`src/rtl/flash_pe_pkg.sv`:
```
package flash_pe_pkg;
  typedef enum logic [1:0] {
    OP_PROG = 2'd0,
    OP_SECT = 2'd1,
    OP_CHIP = 2'd2,
    OP_BAD  = 2'd3
  } op_e;

  localparam logic [15:0] UNLOCK_A1 = 16'h5555;
  localparam logic [15:0] UNLOCK_A2 = 16'h2AAA;
  localparam logic [7:0]  KEY_1     = 8'hAA;
  localparam logic [7:0]  KEY_2     = 8'h55;
  localparam logic [7:0]  CMD_PROG  = 8'hA0;
  localparam logic [7:0]  CMD_ERASE = 8'h80;
  localparam logic [7:0]  CMD_SECT  = 8'h30;
  localparam logic [7:0]  CMD_CHIP  = 8'h10;
endpackage

```
`src/rtl/flash_cmd_table.sv`:
```
module flash_cmd_table
  import flash_pe_pkg::*;
#(
  parameter int AW = 16
) (
  input  op_e           op,
  input  logic [2:0]    step,
  input  logic [AW-1:0] tgt_addr,
  input  logic [7:0]    tgt_data,
  output logic [AW-1:0] wr_addr,
  output logic [7:0]    wr_data,
  output logic          last
);
  localparam logic [AW-1:0] A1 = AW'(UNLOCK_A1);
  localparam logic [AW-1:0] A2 = AW'(UNLOCK_A2);

  always_comb begin
    wr_addr = A1;
    wr_data = KEY_1;
    unique case (step)
      3'd0: begin wr_addr = A1; wr_data = KEY_1; end
      3'd1: begin wr_addr = A2; wr_data = KEY_2; end
      3'd2: begin wr_addr = A1; wr_data = (op == OP_PROG) ? CMD_PROG : CMD_ERASE; end
      3'd3: begin
        if (op == OP_PROG) begin wr_addr = tgt_addr; wr_data = tgt_data; end
        else begin wr_addr = A1; wr_data = KEY_1; end
      end
      3'd4: begin wr_addr = A2; wr_data = KEY_2; end
      3'd5: begin
        if (op == OP_SECT) begin wr_addr = tgt_addr; wr_data = CMD_SECT; end
        else begin wr_addr = A1; wr_data = CMD_CHIP; end
      end
      default: begin wr_addr = A1; wr_data = KEY_1; end
    endcase
    last = (op == OP_PROG) ? (step == 3'd3) : (step == 3'd5);
  end
endmodule

```
`src/rtl/flash_bus_phy.sv`:
```
module flash_bus_phy #(
  parameter int AW        = 16,
  parameter int PULSE_CYC = 2,
  parameter int RD_CYC    = 2
) (
  input  logic          clk,
  input  logic          rst_n,
  input  logic          go_wr,
  input  logic          go_rd,
  input  logic [AW-1:0] addr,
  input  logic [7:0]    data,
  output logic          ack,
  output logic [7:0]    rd_byte,
  output logic [AW-1:0] f_addr,
  output logic [7:0]    f_dq_out,
  output logic          f_dq_oe,
  input  logic [7:0]    f_dq_in,
  output logic          f_ce_n,
  output logic          f_we_n,
  output logic          f_oe_n
);
  localparam int MAXC = (PULSE_CYC > RD_CYC) ? PULSE_CYC : RD_CYC;
  localparam int CW   = $clog2(MAXC + 1);
  localparam logic [CW-1:0] PULSE_END = CW'(PULSE_CYC - 1);
  localparam logic [CW-1:0] RD_END    = CW'(RD_CYC - 1);

  typedef enum logic [2:0] {P_IDLE, P_SETUP, P_PULSE, P_HOLD, P_READ} pst_e;
  pst_e          st_q;
  logic [CW-1:0] cnt_q;
  logic [AW-1:0] addr_q;
  logic [7:0]    data_q;

  always_ff @(posedge clk or negedge rst_n) begin
    if (!rst_n) begin
      st_q   <= P_IDLE;
      cnt_q  <= '0;
      addr_q <= '0;
      data_q <= '0;
    end else begin
      unique case (st_q)
        P_IDLE: begin
          cnt_q <= '0;
          if (go_wr) begin
            addr_q <= addr;
            data_q <= data;
            st_q   <= P_SETUP;
          end else if (go_rd) begin
            addr_q <= addr;
            st_q   <= P_READ;
          end
        end
        P_SETUP: st_q <= P_PULSE;
        P_PULSE: begin
          if (cnt_q == PULSE_END) begin
            st_q  <= P_HOLD;
            cnt_q <= '0;
          end else cnt_q <= cnt_q + 1'b1;
        end
        P_HOLD: st_q <= P_IDLE;
        P_READ: begin
          if (cnt_q == RD_END) begin
            st_q  <= P_IDLE;
            cnt_q <= '0;
          end else cnt_q <= cnt_q + 1'b1;
        end
        default: st_q <= P_IDLE;
      endcase
    end
  end

  assign f_addr   = addr_q;
  assign f_dq_out = data_q;
  assign f_dq_oe  = (st_q == P_SETUP) || (st_q == P_PULSE) || (st_q == P_HOLD);
  assign f_ce_n   = (st_q == P_IDLE);
  assign f_we_n   = (st_q != P_PULSE);
  assign f_oe_n   = (st_q != P_READ);
  assign ack      = (st_q == P_HOLD) || ((st_q == P_READ) && (cnt_q == RD_END));
  assign rd_byte  = f_dq_in;

  assert_we_inside_ce_R2: assert property (@(posedge clk) disable iff (!rst_n)
    !f_we_n |-> !f_ce_n);
  assert_setup_before_fall_R2: assert property (@(posedge clk) disable iff (!rst_n)
    $fell(f_we_n) |-> ($stable(f_addr) && $stable(f_dq_out) && $past(f_dq_oe)));
  assert_hold_at_rise_R2: assert property (@(posedge clk) disable iff (!rst_n)
    $rose(f_we_n) |-> ($stable(f_dq_out) && $stable(f_addr) && f_dq_oe && !f_ce_n));
  assert_read_no_drive_R6: assert property (@(posedge clk) disable iff (!rst_n)
    !f_oe_n |-> (!f_dq_oe && f_we_n && !f_ce_n));
endmodule

```
`src/rtl/flash_pe_ctrl.sv`:
```
module flash_pe_ctrl
  import flash_pe_pkg::*;
#(
  parameter int AW            = 16,
  parameter int PULSE_CYC     = 2,
  parameter int RD_CYC        = 2,
  parameter int PROG_TIMEOUT  = 5000,
  parameter int ERASE_TIMEOUT = 100000
) (
  input  logic          clk,
  input  logic          rst_n,
  input  logic          req_valid,
  output logic          req_ready,
  input  logic [1:0]    req_op,
  input  logic [AW-1:0] req_addr,
  input  logic [7:0]    req_data,
  output logic          done,
  output logic          err,
  output logic [AW-1:0] f_addr,
  output logic [7:0]    f_dq_out,
  output logic          f_dq_oe,
  input  logic [7:0]    f_dq_in,
  output logic          f_ce_n,
  output logic          f_we_n,
  output logic          f_oe_n
);
  localparam int TMAXI = (PROG_TIMEOUT > ERASE_TIMEOUT) ? PROG_TIMEOUT : ERASE_TIMEOUT;
  localparam int TW    = $clog2(TMAXI + 1);
  localparam logic [TW-1:0] TMAX = TW'(TMAXI);

  typedef enum logic [2:0] {S_IDLE, S_FAIL, S_WR, S_WR_W, S_RD, S_RD_W} st_e;
  st_e           st_q;
  op_e           op_q;
  logic [2:0]    step_q;
  logic [AW-1:0] addr_q;
  logic [7:0]    data_q;
  logic          exp7_q, prev6_q, have_prev_q;
  logic          rechk_q, rc_n_q, rc_bad_q;
  logic [TW-1:0] tmo_q;
  logic          done_q, err_q;

  logic [AW-1:0] cmd_addr, phy_addr;
  logic [7:0]    cmd_data, rd_byte;
  logic          cmd_last, ack, ok7;
  logic [TW-1:0] lim;

  flash_cmd_table #(.AW(AW)) u_tbl (
    .op(op_q), .step(step_q), .tgt_addr(addr_q), .tgt_data(data_q),
    .wr_addr(cmd_addr), .wr_data(cmd_data), .last(cmd_last)
  );

  assign phy_addr = (st_q == S_RD) ? addr_q : cmd_addr;

  flash_bus_phy #(.AW(AW), .PULSE_CYC(PULSE_CYC), .RD_CYC(RD_CYC)) u_phy (
    .clk(clk), .rst_n(rst_n),
    .go_wr(st_q == S_WR), .go_rd(st_q == S_RD),
    .addr(phy_addr), .data(cmd_data),
    .ack(ack), .rd_byte(rd_byte),
    .f_addr(f_addr), .f_dq_out(f_dq_out), .f_dq_oe(f_dq_oe), .f_dq_in(f_dq_in),
    .f_ce_n(f_ce_n), .f_we_n(f_we_n), .f_oe_n(f_oe_n)
  );

  assign lim = (op_q == OP_PROG) ? TW'(PROG_TIMEOUT) : TW'(ERASE_TIMEOUT);
  assign ok7 = (rd_byte[7] == exp7_q);

  always_ff @(posedge clk or negedge rst_n) begin
    if (!rst_n) begin
      st_q <= S_IDLE; op_q <= OP_PROG; step_q <= '0;
      addr_q <= '0; data_q <= '0; exp7_q <= 1'b0;
      prev6_q <= 1'b0; have_prev_q <= 1'b0;
      rechk_q <= 1'b0; rc_n_q <= 1'b0; rc_bad_q <= 1'b0;
      tmo_q <= '0; done_q <= 1'b0; err_q <= 1'b0;
    end else begin
      done_q <= 1'b0;
      err_q  <= 1'b0;
      if ((st_q == S_RD || st_q == S_RD_W) && tmo_q != TMAX) tmo_q <= tmo_q + 1'b1;
      unique case (st_q)
        S_IDLE: if (req_valid) begin
          op_q <= op_e'(req_op); addr_q <= req_addr; data_q <= req_data;
          exp7_q <= (op_e'(req_op) == OP_PROG) ? req_data[7] : 1'b1;
          step_q <= '0; have_prev_q <= 1'b0; rechk_q <= 1'b0;
          st_q <= (op_e'(req_op) == OP_BAD) ? S_FAIL : S_WR;
        end
        S_FAIL: begin err_q <= 1'b1; st_q <= S_IDLE; end
        S_WR:   st_q <= S_WR_W;
        S_WR_W: if (ack) begin
          step_q <= step_q + 1'b1;
          if (cmd_last) begin tmo_q <= '0; st_q <= S_RD; end
          else st_q <= S_WR;
        end
        S_RD:   st_q <= S_RD_W;
        S_RD_W: if (ack) begin
          if (rechk_q) begin
            if (rc_n_q) begin
              st_q <= S_IDLE;
              if (rc_bad_q || !ok7) err_q <= 1'b1; else done_q <= 1'b1;
            end else begin
              rc_n_q <= 1'b1; rc_bad_q <= !ok7; st_q <= S_RD;
            end
          end else if (ok7) begin
            done_q <= 1'b1; st_q <= S_IDLE;
          end else if (have_prev_q && rd_byte[6] == prev6_q) begin
            rechk_q <= 1'b1; rc_n_q <= 1'b0; rc_bad_q <= 1'b0; st_q <= S_RD;
          end else if (tmo_q >= lim) begin
            err_q <= 1'b1; st_q <= S_IDLE;
          end else begin
            prev6_q <= rd_byte[6]; have_prev_q <= 1'b1; st_q <= S_RD;
          end
        end
        default: st_q <= S_IDLE;
      endcase
    end
  end

  assign req_ready = (st_q == S_IDLE);
  assign done      = done_q;
  assign err       = err_q;

  assert_ready_drops_R1: assert property (@(posedge clk) disable iff (!rst_n)
    (req_valid && req_ready) |=> !req_ready);
  assert_pulse_exclusive_R11: assert property (@(posedge clk) disable iff (!rst_n)
    done |-> !err);
  assert_single_cycle_R11: assert property (@(posedge clk) disable iff (!rst_n)
    (done || err) |=> (!done && !err));
  assert_bus_quiet_on_report_R11: assert property (@(posedge clk) disable iff (!rst_n)
    (done || err) |-> (req_ready && f_ce_n && f_we_n && f_oe_n && !f_dq_oe));
  assert_bad_op_no_bus_R12: assert property (@(posedge clk) disable iff (!rst_n)
    (req_valid && req_ready && req_op == 2'd3) |=> (f_ce_n ##1 (err && f_ce_n)));
endmodule

```
`config.mk`:
```
export PLATFORM = sky130hd
export DESIGN_NAME = flash_pe_ctrl
export DESIGN_NICKNAME = d
export VERILOG_FILES = /design/src/rtl/flash_pe_pkg.sv /design/src/rtl/flash_cmd_table.sv /design/src/rtl/flash_bus_phy.sv /design/src/rtl/flash_pe_ctrl.sv
export SDC_FILE = /design/constraint.sdc
export NUM_CORES = 1
export LEC_CHECK = 0
export BUFFER_PORTS_ARGS = -buffer_cell sky130_fd_sc_hd__buf_2
export CAP_MARGIN = 5
export CORE_ASPECT_RATIO = 0.8
export CORE_UTILIZATION = 57
export CTS_CLUSTER_DIAMETER = 30
export DETAILED_ROUTE_END_ITERATION = 6
export GPL_ROUTABILITY_DRIVEN = 0
export GPL_TIMING_DRIVEN = 0
export PLACE_DENSITY = 0.81
export SYNTH_ARGS = -nofsm -noshare
export SYNTH_HDL_FRONTEND = slang
export SYNTH_SLANG_ARGS = --single-unit
```
`constraint.sdc`:
```
create_clock -name clk -period 2.94 [get_ports clk]
set_clock_uncertainty 0.1 [all_clocks]
set_input_delay 0.147 -clock clk [delete_from_list [all_inputs] [get_ports clk]]
set_output_delay 0.147 -clock clk [all_outputs]
set_load 0.01 [all_outputs]
```
==> results.json, run 1 <==
{
  "power.static_leakage_nw": 2.51,
  "grt_max_degree": 65,
  "share_seq_of_total_power_pct": 42.2,
  "synth_top_cell_by_area": "sky130_fd_sc_hd__dfrtp_1",
  "worst_r2r_path_depth": 9,
  "timing.critical_path.mode_cell": "sky130_fd_sc_hd__buf_6",
  "worstHoldStart": "f_dq_in[7]",
  "critPathSlowestCell": "sky130_fd_sc_hd__a2111oi_2",
  "flow.area_growth_from_synthesis_pct": 20.8,
  "synth_enable_flop_cells": 0,
  "cts_tree": "done",
  "finalSetupViolCount": 0,
  "postSynthRegisterBits": 86,
  "power_switching_share_pct": 40.0,
  "worst-slew-pin-transition_ns": 0.764,
  "worst_slew_margin_rel_pct": 48.8,
  "drt-initial-drc-count": 178,
  "final_critical_path_setup_slack_ns": 0.237,
  "post_synthesis_mean_instance_area_um2": 8.91,
  "track_usage_pct": 27.7,
  "vias": 3741,
  "period_share_pct": 91.9,
  "achievable-frequency_ghz": 0.370,
  "critical_path.cell_chain": "buf_6 > or2_1 > buf_6 > ha_1 > a2111oi_2 > a21oi_1 > o21ai_1 > nand4_2 > mux2_4",
  "status": "finished, final reports clean",
  "post_place_worst_slack_ns": 0.267,
  "timing.critical_path.required_ns": 3.10,
  "core_region_area_um2": 7090,
  "critPathBufInv": 2,
  "r2r_setup_slack_ns": 0.24,
  "h-tree-depth": 3,
  "power_frac_comb_pct": 40.5,
  "timing.rr.start": "op_q[0]",
  "number_of_global_route_vias_before_repair": 3599,
  "category_of_the_worst_setup_path_capture_point": "flip-flop",
  "p_switching_w": 0.00175,
  "fp.dieH_um": 79.7,
  "design_power_total_w": 0.00437,
  "drv_slew": 0,
  "post_synth_inst_count": 483,
  "drt-pass1-iter-count": 4,
  "ctsLongestPathBuffers": 2,
  "antenna_cells_inserted": 0,
  "wire_length_of_the_first_global_routing_pass_um": 16900,
  "reg2reg_to": "prev6_q",
  "hold_violations": 0,
  "top_cells_by_area_in_the_synthesized_netlist": "sky130_fd_sc_hd__dfrtp_1 50%, sky130_fd_sc_hd__nand2_1 10%, sky130_fd_sc_hd__nor2_1 4.6%",
  "clkSlewWorstSetupHoldPaths_ns": 0.09,
  "irDropWorstVdd_mv": 0.414,
  "hp-class": "in2reg",
  "vias_per_cell": 5.53,
  "layout-drive-gt1-share_pct": 18.0,
  "critical-path-max-stage-delay_ns": 0.44,
  "post_synth_instance_area_um2": 4300,
  "startpoint_type": "flip-flop",
  "routed_wl_um": 10100,
  "crit_arrival_ns": 2.86,
  "row_count": 27,
  "io_pins": 68,
  "synthFlopType": "sky130_fd_sc_hd__dfrtp_1",
  "tns_ns": 0,
  "clockPowerShare_pct": 17.4,
  "cell_internal_pwr_w": 0.00262,
  "design.die.area_um2": 7900,
  "portion_of_the_post_synthesis_area_used_by_sequential_elements_pct": 50.0,
  "remaining_antenna_violation_count_after_routing": 0,
  "clock_latency_ns": 0.37,
  "die_x_um": 99.1,
  "portBuffers": 61,
  "hpwl_dp_um": 6850,
  "setup.worst_path.class": "reg2reg",
  "gr-total-overflow": 0,
  "postSynthNetCount": 529,
  "grt_setup_unrepaired": "false",
  "initial_core_util_pct": 60.7,
  "clock-sinks": 86,
  "cp-startpoint": "op_q[0]",
  "cpLargestDelayFamily": "compound AO/OA/AOI/OAI gates",
  "critPathMaxFanout": 10,
  "final_net_count": 630,
  "ys_async_rst_share_pct": 100,
  "final_util_pct": 73.3,
  "cp-endpoint": "prev6_q",
  "clock-root-buffer": "sky130_fd_sc_hd__clkbuf_8",
  "timing.critical_path.depth": 9,
  "yosys_warnings": 0,
  "synth.lib_cells_used.distinct": 56,
  "p_per_area_nw_per_um2": 840,
  "cap_viol_max_count": 0,
  "route.detailed.wl_per_inst_um": 14.9,
  "final_period_minus_worst_setup_slack_ns": 2.70,
  "antenna_found_initial": 0,
  "drc": 0,
  "cts_bufs_inserted": 9,
  "synth_top_area_share_pct": 50.0
}
==> power by group through the flow <==
stage          Combinational [W]  Sequential (W)  Clock (W)
6_report                 0.00177         0.00184   0.000759
5_1_grt                  0.00198         0.00190   0.000810
4_1_cts                  0.00175         0.00184   0.000765
3_5_place_dp             0.00171         0.00186          0
3_3_place_gp             0.00163         0.00184          0
2_1_floorplan            0.00113         0.00188          0
==> cell usage after synthesis (3+ instances only) <==
library cell               instances
sky130_fd_sc_hd__o21ai_0          33
sky130_fd_sc_hd__nor2b_1           4
sky130_fd_sc_hd__a21oi_1          30
sky130_fd_sc_hd__buf_2             9
sky130_fd_sc_hd__dfrtp_1          86
sky130_fd_sc_hd__o21a_1           12
sky130_fd_sc_hd__or3_1             3
sky130_fd_sc_hd__nand4_1           5
sky130_fd_sc_hd__nand3_1          11
sky130_fd_sc_hd__buf_4             3
sky130_fd_sc_hd__nand2_1         119
sky130_fd_sc_hd__inv_1            16
sky130_fd_sc_hd__nor3_1           10
sky130_fd_sc_hd__a31oi_1           3
sky130_fd_sc_hd__nor2_1           53
sky130_fd_sc_hd__mux2i_1           3
sky130_fd_sc_hd__xnor2_1           8
sky130_fd_sc_hd__xor2_1           10
sky130_fd_sc_hd__ha_1              9
sky130_fd_sc_hd__clkbuf_1          9
sky130_fd_sc_hd__a21o_1            3
==> cell families (layout without fill, tap and decap cells) <==
family | count (synthesis) | count (layout) | share of synthesized area (%)
muxes | 5 | 5 | 1.31
and+or+nand+nor | 224 | 224 | 23.3
AOI/OAI and AO/OA | 101 | 101 | 14.6
DFF | 86 | 86 | 50.0
adders and majority gates | 10 | 10 | 2.85
buffers and inverters | 39 | 145 | 4.27
xor gates and xnor gates | 18 | 18 | 3.66
==> cell usage in the layout (no fill, tap or decap), types with 4 or more instances in the layout <==
cell type                         n
sky130_fd_sc_hd__a21oi_1         30
sky130_fd_sc_hd__nand2_1        119
sky130_fd_sc_hd__nor2b_1          4
sky130_fd_sc_hd__inv_1           16
sky130_fd_sc_hd__clkbuf_8         9
sky130_fd_sc_hd__xor2_1          10
sky130_fd_sc_hd__xnor2_1          8
sky130_fd_sc_hd__clkbuf_1         9
sky130_fd_sc_hd__nor2_1          53
sky130_fd_sc_hd__nand4_1          5
sky130_fd_sc_hd__dfrtp_1         86
sky130_fd_sc_hd__dlygate4sd3_1   28
sky130_fd_sc_hd__o21a_1          12
sky130_fd_sc_hd__buf_2           69
sky130_fd_sc_hd__nor3_1          10
sky130_fd_sc_hd__o21ai_0         33
sky130_fd_sc_hd__buf_4            4
sky130_fd_sc_hd__ha_1             9
sky130_fd_sc_hd__nand3_1         11
==> worst min-delay path: stages <==
cell	delay, ns
sky130_fd_sc_hd__buf_2	0.10
sky130_fd_sc_hd__xnor2_1	0.09
sky130_fd_sc_hd__and3_1	0.15
==> state kept, by name (all words and copies together), names as in the netlist, 3 cells and up <==
signal,cells
u_phy.st_q,3
u_phy.f_addr,16
addr_q,16
data_q,8
step_q,3
u_phy.f_dq_out,8
st_q,3
tmo_q,17
==> metrics by stage <==
| stage | instances | hold WS (ns) | cell area (um2) |
|---|---|---|---|
| finish | 676 | 0.0662 | 5200 |
| global placement | 631 | 0.238 | 4720 |
| floorplan | 483 | -0.249 | 4300 |
| global route | 676 | 0.0818 | 5200 |
| detailed placement | 632 | -0.0380 | 4750 |
| CTS | 676 | 0.0629 | 5200 |
==> worst min path at each step <==
stage	endpoint	slack, ns	cells after the start
floorplan	addr_q[0]	-0.25	0
global placement	addr_q[0]	0.24	3
detailed placement	data_q[1]	-0.04	1
CTS	done	0.06	3
global route	done	0.08	3
finish	done	0.07	3
==> layout make-up <==
type,count,area (um2)
inverter,16,60.1
sequential,86,2150
tap,87,109
buffer,23,124
clock inverter,7,48.8
fill,551,1890
multi-input combinational,358,1970
clock buffer,9,124
timing repair buffer,90,616
==> metal layers <==
metal / global-route usage (%) / part of all wire [%] / routed length [um]
met2: 45.9 / 48 / 4850
met1: 35.8 / 44 / 4460
met5: 0 / 0 / 0
met4: 10.1 / 2.6 / 258
met3: 6.92 / 5.2 / 522
==> what timing repair did <==
action                    in CTS  in global routing
resized for setup              0                  0
setup buffers                  0                  0
hold buffers                  28                  0
hold endpoints to repair     113                  0
Power figures use the tool's default switching activity.
==> inputs of run 2 (changes only) <==
- ABC_AREA: default -> 1
- ABC_CLOCK_PERIOD_IN_PS: default -> 2940
- GPL_ROUTABILITY_DRIVEN: 0 -> default
==> run 2 against run 1 <==
Core utilization shrank 0.42 points. Sequential cell count is the same. Worst hold slack lost 0.044 ns. Non-clock buffer count shrank 9. Final cell count grew 21%. Synthesized area grew 6.7%. Sequential share of layout area shrank 2.5 points. Maximum frequency grew 12%. Clock power grew 19%. First-iteration DRC count grew 150%. Wire length grew 17%. Largest power group is now combinational logic. Highest routed layer unchanged.
==> results.json, run 2 <==
{
  "post_synth_inst_count": 608,
  "postSynthRegisterBits": 86,
  "antenna_found_initial": 0,
  "final_period_minus_worst_setup_slack_ns": 2.42,
  "hpwl_dp_um": 8210,
  "post_dp_cell_area_um2": 5060,
  "number_of_global_route_vias_before_repair": 4114,
  "synth_enable_flop_cells": 0,
  "area.sequential_um2": 2150,
  "vias": 4516,
  "ctsLongestPathBuffers": 2,
  "initial_core_util_pct": 60.4,
  "hold_violations": 0,
  "clock_latency_ns": 0.37,
  "fillCellCount": 612,
  "yosys.area_share.xor_xnor_pct": 2.29,
  "hold_buffers": 27,
  "place_congestion": 0.986,
  "ys_async_rst_share_pct": 100,
  "main_combinational_cell_family_by_area_after_synthesis": "simple AND/OR/NAND/NOR gates",
  "cap_viol_max_count": 0,
  "routed_wl_um": 11800,
  "status": "finished, final reports clean",
  "mostFrequentLayoutCell": "sky130_fd_sc_hd__nand2_1",
  "post_synthesis_compound_gate_area_fraction_pct": 15.2,
  "power_switching_share_pct": 43.5,
  "timing.critical_path.required_ns": 3.12,
  "final_cell_mix": "185 x sky130_fd_sc_hd__nand2_1, 86 x sky130_fd_sc_hd__dfrtp_1, 67 x sky130_fd_sc_hd__buf_2",
  "crit_arrival_ns": 2.60,
  "final_net_count": 754,
  "period_share_pct": 82.2,
  "clkSlewWorstSetupHoldPaths_ns": 0.09,
  "achievable-frequency_ghz": 0.414,
  "share_seq_of_total_power_pct": 39.2,
  "yosys_warnings": 0,
  "worst_slew_margin_rel_pct": 50.9,
  "setup.worst_path.class": "reg2reg",
  "flow.area_growth_from_synthesis_pct": 20.7,
  "synth_top_cell_by_area": "sky130_fd_sc_hd__dfrtp_1",
  "p_switching_w": 0.00218,
  "top_reg_by_flops": "tmo_q",
  "grt_setup_unrepaired": "false",
  "irDropWorstVdd_mv": 0.484,
  "synth_fa_ha_area_share_pct": 2.45,
  "cell_internal_pwr_w": 0.00284,
  "drv_slew": 0,
  "cts_bufs_inserted": 9,
  "synthMuxAreaShare_pct": 0,
  "hp-class": "in2reg",
  "drt-initial-drc-count": 441,
  "synthFlopType": "sky130_fd_sc_hd__dfrtp_1",
  "core_region_area_um2": 7600,
  "route.detailed.wl_per_inst_um": 14.5,
  "antenna_cells_inserted": 0,
  "cts_tree": "done",
  "wire_length_of_the_first_global_routing_pass_um": 19600,
  "portBuffers": 61,
  "track_usage_pct": 30.8,
  "vias_per_cell": 5.52,
  "post-synth-top-count-cell": "sky130_fd_sc_hd__nand2_1",
  "post_synthesis_mean_instance_area_um2": 7.55,
  "multi_input_comb_area_um2": 2090,
  "clock-sinks": 86,
  "fp.dieH_um": 82.3,
  "portion_of_the_post_synthesis_area_used_by_sequential_elements_pct": 46.9,
  "row_count": 28,
  "finalSetupViolCount": 0,
  "max_ffs_per_register": 17,
  "synth.top_cells.by_count": "185 x sky130_fd_sc_hd__nand2_1, 86 x sky130_fd_sc_hd__dfrtp_1, 65 x sky130_fd_sc_hd__nor2_1",
  "final_area_um2": 5540,
  "clockPowerShare_pct": 18.0,
  "worst-slew-pin-transition_ns": 0.737,
  "drt-pass1-iter-count": 5,
  "synthSimpleGateAreaFrac_pct": 25.5,
  "grt_max_degree": 61,
  "startpoint_type": "flip-flop",
  "gr-total-overflow": 0,
  "remaining_antenna_violation_count_after_routing": 0,
  "synth.lib_cells_used.distinct": 35,
  "layout-drive-gt1-share_pct": 15.0,
  "ctsResizeCount": 0,
  "top_cells_by_area_in_the_synthesized_netlist": "sky130_fd_sc_hd__dfrtp_1 47%, sky130_fd_sc_hd__nand2_1 15%, sky130_fd_sc_hd__o21ai_0 6.2%",
  "postSynthNetCount": 654,
  "p_per_area_nw_per_um2": 907,
  "die_x_um": 102,
  "drc": 0,
  "r2r_setup_slack_ns": 0.52,
  "post_synth_instance_area_um2": 4590,
  "clock-root-buffer": "sky130_fd_sc_hd__clkbuf_8",
  "category_of_the_worst_setup_path_capture_point": "flip-flop",
  "design.die.area_um2": 8420,
  "synth_top_area_share_pct": 46.9,
  "io_pins": 68,
  "power_frac_comb_pct": 42.8,
  "tns_ns": 0,
  "critPathMaxFanout": 11,
  "h-tree-depth": 3,
  "post_cts_setup_buffers": 0,
  "power.static_leakage_nw": 2.89
}
run 2: cell types whose count changed in the layout (fill, tap and decap cells not counted), sizes merged, moves of 4 or more:
cell	change
nand2	+69
nor3	-4
o21a	-12
clkbuf	-4
inv	+55
xnor2	-5
a31oi	+13
nor2b	-4
nand3	+4
o21ai	+25
nor2	+16
run 2: final timing paths:
path	start	to	cells after the start
worst min register to register	data_q[1]	data_q[1]	2
worst max register to register	op_q[0]	have_prev_q	14
worst max-delay path	op_q[0]	have_prev_q	14
max in group asynchronous	rst_n	addr_q[3]	3
worst min-delay path	req_op[1]	op_q[1]	3
min in group asynchronous	rst_n	u_phy.cnt_q[1]	2
run 2: worst max-delay path: stages (launching register included):
cell	delay (ns)
sky130_fd_sc_hd__dfrtp_1	0.41
sky130_fd_sc_hd__inv_1	0.10
sky130_fd_sc_hd__nand2_2	0.08
sky130_fd_sc_hd__buf_6	0.15
sky130_fd_sc_hd__buf_2	0.18
sky130_fd_sc_hd__ha_1	0.29
sky130_fd_sc_hd__nand2_1	0.09
sky130_fd_sc_hd__inv_1	0.05
sky130_fd_sc_hd__a21oi_1	0.16
sky130_fd_sc_hd__nand2_1	0.08
sky130_fd_sc_hd__nand2_1	0.07
sky130_fd_sc_hd__nand2_1	0.11
sky130_fd_sc_hd__nor2_1	0.22
sky130_fd_sc_hd__nand2_1	0.08
sky130_fd_sc_hd__a21oi_1	0.16
run 2: routing by layer:
| metal | track usage (%) | vias to the layer above | share of wire [%] |
|---|---|---|---|
| met3 | 7.15 | 18 | 8.4 |
| met1 | 43.8 | 2107 | 45 |
| met2 | 47.6 | 219 | 45 |
| met4 | 8.00 | 0 | 1.3 |
| li1 | - | 2172 | - |
| met5 | 0 | - | 0 |
run 2: logic make-up after synthesis:
group,after synthesis
flip-flops,86
XOR/XNOR,12
adder cells (fa/ha/maj),9
AO/OA/AOI/OAI,126
AND/OR/NAND/NOR,290
buffers and inverters,85
run 2: area by class of cell:
class | instances | share of cell area [%]
clock buffer | 10 | 2.48
tap | 105 | 2.37
clock inverter | 6 | 1.36
timing repair buffer | 89 | 10.9
inverter | 70 | 4.74
multi-input combinational | 437 | 37.7
buffer | 15 | 1.58
sequential | 86 | 38.8
run 2: power groups by stage:
stage          Combinational, W  Clock [W]  Sequential [W]
3_3_place_gp            0.00199          0         0.00195
5_1_grt                 0.00244   0.000965         0.00202
6_report                0.00215   0.000906         0.00197
2_1_floorplan           0.00138          0         0.00198
4_1_cts                 0.00212   0.000916         0.00196
3_5_place_dp            0.00208          0         0.00197
run 2: per-stage QoR:
step / std cells / hold slack, ns / util, % / setup WS, ns / total power (W)
after floorplan: 608 / -0.249 / - / 0.941 / 0.00336
final: 818 / 0.0221 / 72.9 / 0.523 / 0.00502
after global routing: 818 / 0.0269 / 72.9 / 0.354 / 0.00543
after CTS: 818 / 0.00794 / 72.9 / 0.559 / 0.00499
after detailed placement: 775 / -0.0176 / 66.5 / 0.616 / 0.00405
after global placement: 774 / 0.240 / 66.1 / 0.693 / 0.00395
==> inputs of run 3 (changes only) <==
- ABC_AREA: 1 -> 0
- ABC_CLOCK_PERIOD_IN_PS: 2940 -> 2000
- CORE_UTILIZATION: 57 -> 51
- PLACE_DENSITY: 0.81 -> 0.77
- clock period: 2.94 -> 2 ns (I/O delays scaled with it)
==> run 3 against run 2 <==
The flow now finishes with violations (negative setup slack). Largest power group unchanged. Setup slack got worse by 0.98 ns. Via count decreased by 15%. Highest routed layer unchanged. Clock-buffer cell count unchanged. Combinational power is 36% higher. Non-clock buffer count increased by 24. Global-route usage down 4.8 points. Final cell count is 13% lower. Critical path type unchanged. Power is 34% higher. Maximum frequency down 1.6%. Worst hold slack improved by 0.038 ns.
==> results.json, run 3 (synthesis gave the netlist of run 1 again) <==
{
  "status": "finished with violations",
  "failed_checks": "negative setup slack",
  "power_switching_share_pct": 40.2,
  "portBuffers": 61,
  "ctsLongestPathBuffers": 2,
  "timing.critical_path.required_ns": 2.15,
  "core_region_area_um2": 8060,
  "critPathMaxFanout": 4,
  "row_count": 29,
  "track_usage_pct": 25.9,
  "hp-class": "in2async",
  "design.die.area_um2": 8810,
  "worst_r2r_path_depth": 9,
  "clkSlewWorstSetupHoldPaths_ns": 0.08,
  "top_reg_by_flops": "tmo_q",
  "final_period_minus_worst_setup_slack_ns": 2.46,
  "period_share_pct": 123,
  "category_of_the_worst_setup_path_capture_point": "flip-flop",
  "die_x_um": 105,
  "cap_viol_max_count": 0,
  "final_util_pct": 67.7,
  "number_of_global_route_vias_before_repair": 3751,
  "final_critical_path_setup_slack_ns": -0.456,
  "drt-pass1-iter-count": 5,
  "routed_wl_um": 10800,
  "hpwl_dp_um": 7090,
  "worst_slew_margin_rel_pct": 57.7,
  "grt_setup_unrepaired": "true",
  "irDropWorstVdd_mv": 0.741,
  "route.detailed.wl_per_inst_um": 15.1,
  "achievable-frequency_ghz": 0.407,
  "final_cell_mix": "119 x sky130_fd_sc_hd__nand2_1, 85 x sky130_fd_sc_hd__dfrtp_1, 65 x sky130_fd_sc_hd__buf_2",
  "finalSetupViolCount": 29,
  "cp-startpoint": "op_q[0]",
  "clock-sinks": 86,
  "timing.rr.start": "op_q[0]",
  "clockPowerShare_pct": 16.5,
  "vias_per_cell": 5.37,
  "clock-root-buffer": "sky130_fd_sc_hd__clkbuf_8",
  "hold_violations": 0,
  "fp.dieH_um": 84.2,
  "share_seq_of_total_power_pct": 40.3,
  "cts_tree": "done",
  "drt-initial-drc-count": 222,
  "power.static_leakage_nw": 2.60,
  "p_switching_w": 0.00271,
  "power_frac_comb_pct": 43.2,
  "multi_input_comb_area_um2": 2060,
  "final_area_um2": 5460,
  "antenna_cells_inserted": 0,
  "max_ffs_per_register": 17,
  "tns_ns": -5.81,
  "r2r_setup_slack_ns": -0.46,
  "startpoint_type": "flip-flop",
  "flow.area_growth_from_synthesis_pct": 26.8,
  "cts_bufs_inserted": 9,
  "io_pins": 68,
  "wire_length_of_the_first_global_routing_pass_um": 17900,
  "initial_core_util_pct": 53.4,
  "setup.worst_path.class": "reg2reg",
  "antenna_found_initial": 0,
  "drv_slew": 0,
  "p_per_area_nw_per_um2": 1240,
  "clock_latency_ns": 0.36,
  "post_dp_cell_area_um2": 4800,
  "mostFrequentLayoutCell": "sky130_fd_sc_hd__nand2_1",
  "h-tree-depth": 3,
  "place_congestion": 0.813,
  "vias": 3820,
  "gr-total-overflow": 0,
  "grt_max_degree": 68,
  "cp-endpoint": "prev6_q",
  "crit_arrival_ns": 2.60,
  "drc": 0,
  "worst-slew-pin-transition_ns": 0.630,
  "fillCellCount": 644,
  "reg2reg_to": "prev6_q",
  "area.sequential_um2": 2150,
  "final_net_count": 645,
  "layout-drive-gt1-share_pct": 23.5,
  "cell_internal_pwr_w": 0.00403,
  "remaining_antenna_violation_count_after_routing": 0
}
## run 3: changes by cell type in the layout (fill, tap and decap cells not counted), sizes merged, moves of 4 or more
cell	delta
xnor2	+5
nor3	+4
o21ai	-25
nor2	-16
o21a	+12
nand2	-69
nor2b	+4
buf	+17
a31oi	-13
clkbuf	+6
inv	-55
nand3	-4
## run 3: repair_timing
| item | CTS | global route |
|---|---|---|
| setup endpoints to repair | 47 | 72 |
| hold buffers | 28 | 0 |
| pin swaps | 4 | 4 |
| buffers inserted | 8 | 7 |
| resized for setup | 8 | 34 |
| hold endpoints to repair | 114 | 0 |
| gates cloned | 0 | 0 |
## run 3: final cells by class
type                       count  area share [%]
tap                          108            2.48
multi-input combinational    358            37.8
sequential                    86            39.5
timing repair buffer         105            13.3
clock buffer                  10            2.34
buffer                        23            2.66
clock inverter                 6           0.848
inverter                      16            1.10
## run 3: routing by layer
metal	routed length [um]	GRT usage, %	part of all wire [%]
met3	542	5.20	5.0
met2	5150	42.2	48
met5	0	0	0
met1	4930	35.2	46
met4	159	8.32	1.5
## run 3: critical path, cell delays in order (launching register included)
cell	delay (ns)
sky130_fd_sc_hd__dfrtp_1	0.39
sky130_fd_sc_hd__buf_6	0.12
sky130_fd_sc_hd__or2_1	0.21
sky130_fd_sc_hd__buf_6	0.14
sky130_fd_sc_hd__ha_4	0.23
sky130_fd_sc_hd__a2111oi_4	0.36
sky130_fd_sc_hd__a21oi_2	0.12
sky130_fd_sc_hd__o21ai_2	0.23
sky130_fd_sc_hd__nand4_2	0.14
sky130_fd_sc_hd__mux2_4	0.32
## run 3: per-stage QoR
| step | worst slack [ns] | total power, W | instances | hold WS (ns) |
|---|---|---|---|---|
| after detailed placement | -0.548 | 0.00529 | 653 | -0.0980 |
| after floorplan | -0.284 | 0.00445 | 483 | -0.296 |
| after global placement | -0.494 | 0.00515 | 652 | 0.188 |
| after global routing | -0.513 | 0.00725 | 712 | 0.0829 |
| after CTS | -0.408 | 0.00657 | 705 | 0.0439 |
| final | -0.456 | 0.00675 | 712 | 0.0598 |
## run 3: how the worst min path moves through the flow
stage	depth (start not counted)	from	endpoint
5_1_grt	4	req_valid	st_q[1]
3_3_place_gp	3	req_addr[11]	addr_q[11]
6_report	2	rst_n	tmo_q[12]
4_1_cts	3	f_dq_in[7]	done
2_1_floorplan	0	rst_n	addr_q[0]
3_5_place_dp	1	rst_n	tmo_q[12]
## run 3: power groups by stage
| stage | combinational (W) | clock (W) | sequential [W] |
|---|---|---|---|
| after global placement | 0.00244 | 0 | 0.00271 |
| after global routing | 0.00326 | 0.00121 | 0.00279 |
| final | 0.00292 | 0.00111 | 0.00272 |
| after detailed placement | 0.00256 | 0 | 0.00273 |
| after CTS | 0.00273 | 0.00113 | 0.00270 |
| after floorplan | 0.00168 | 0 | 0.00277 |
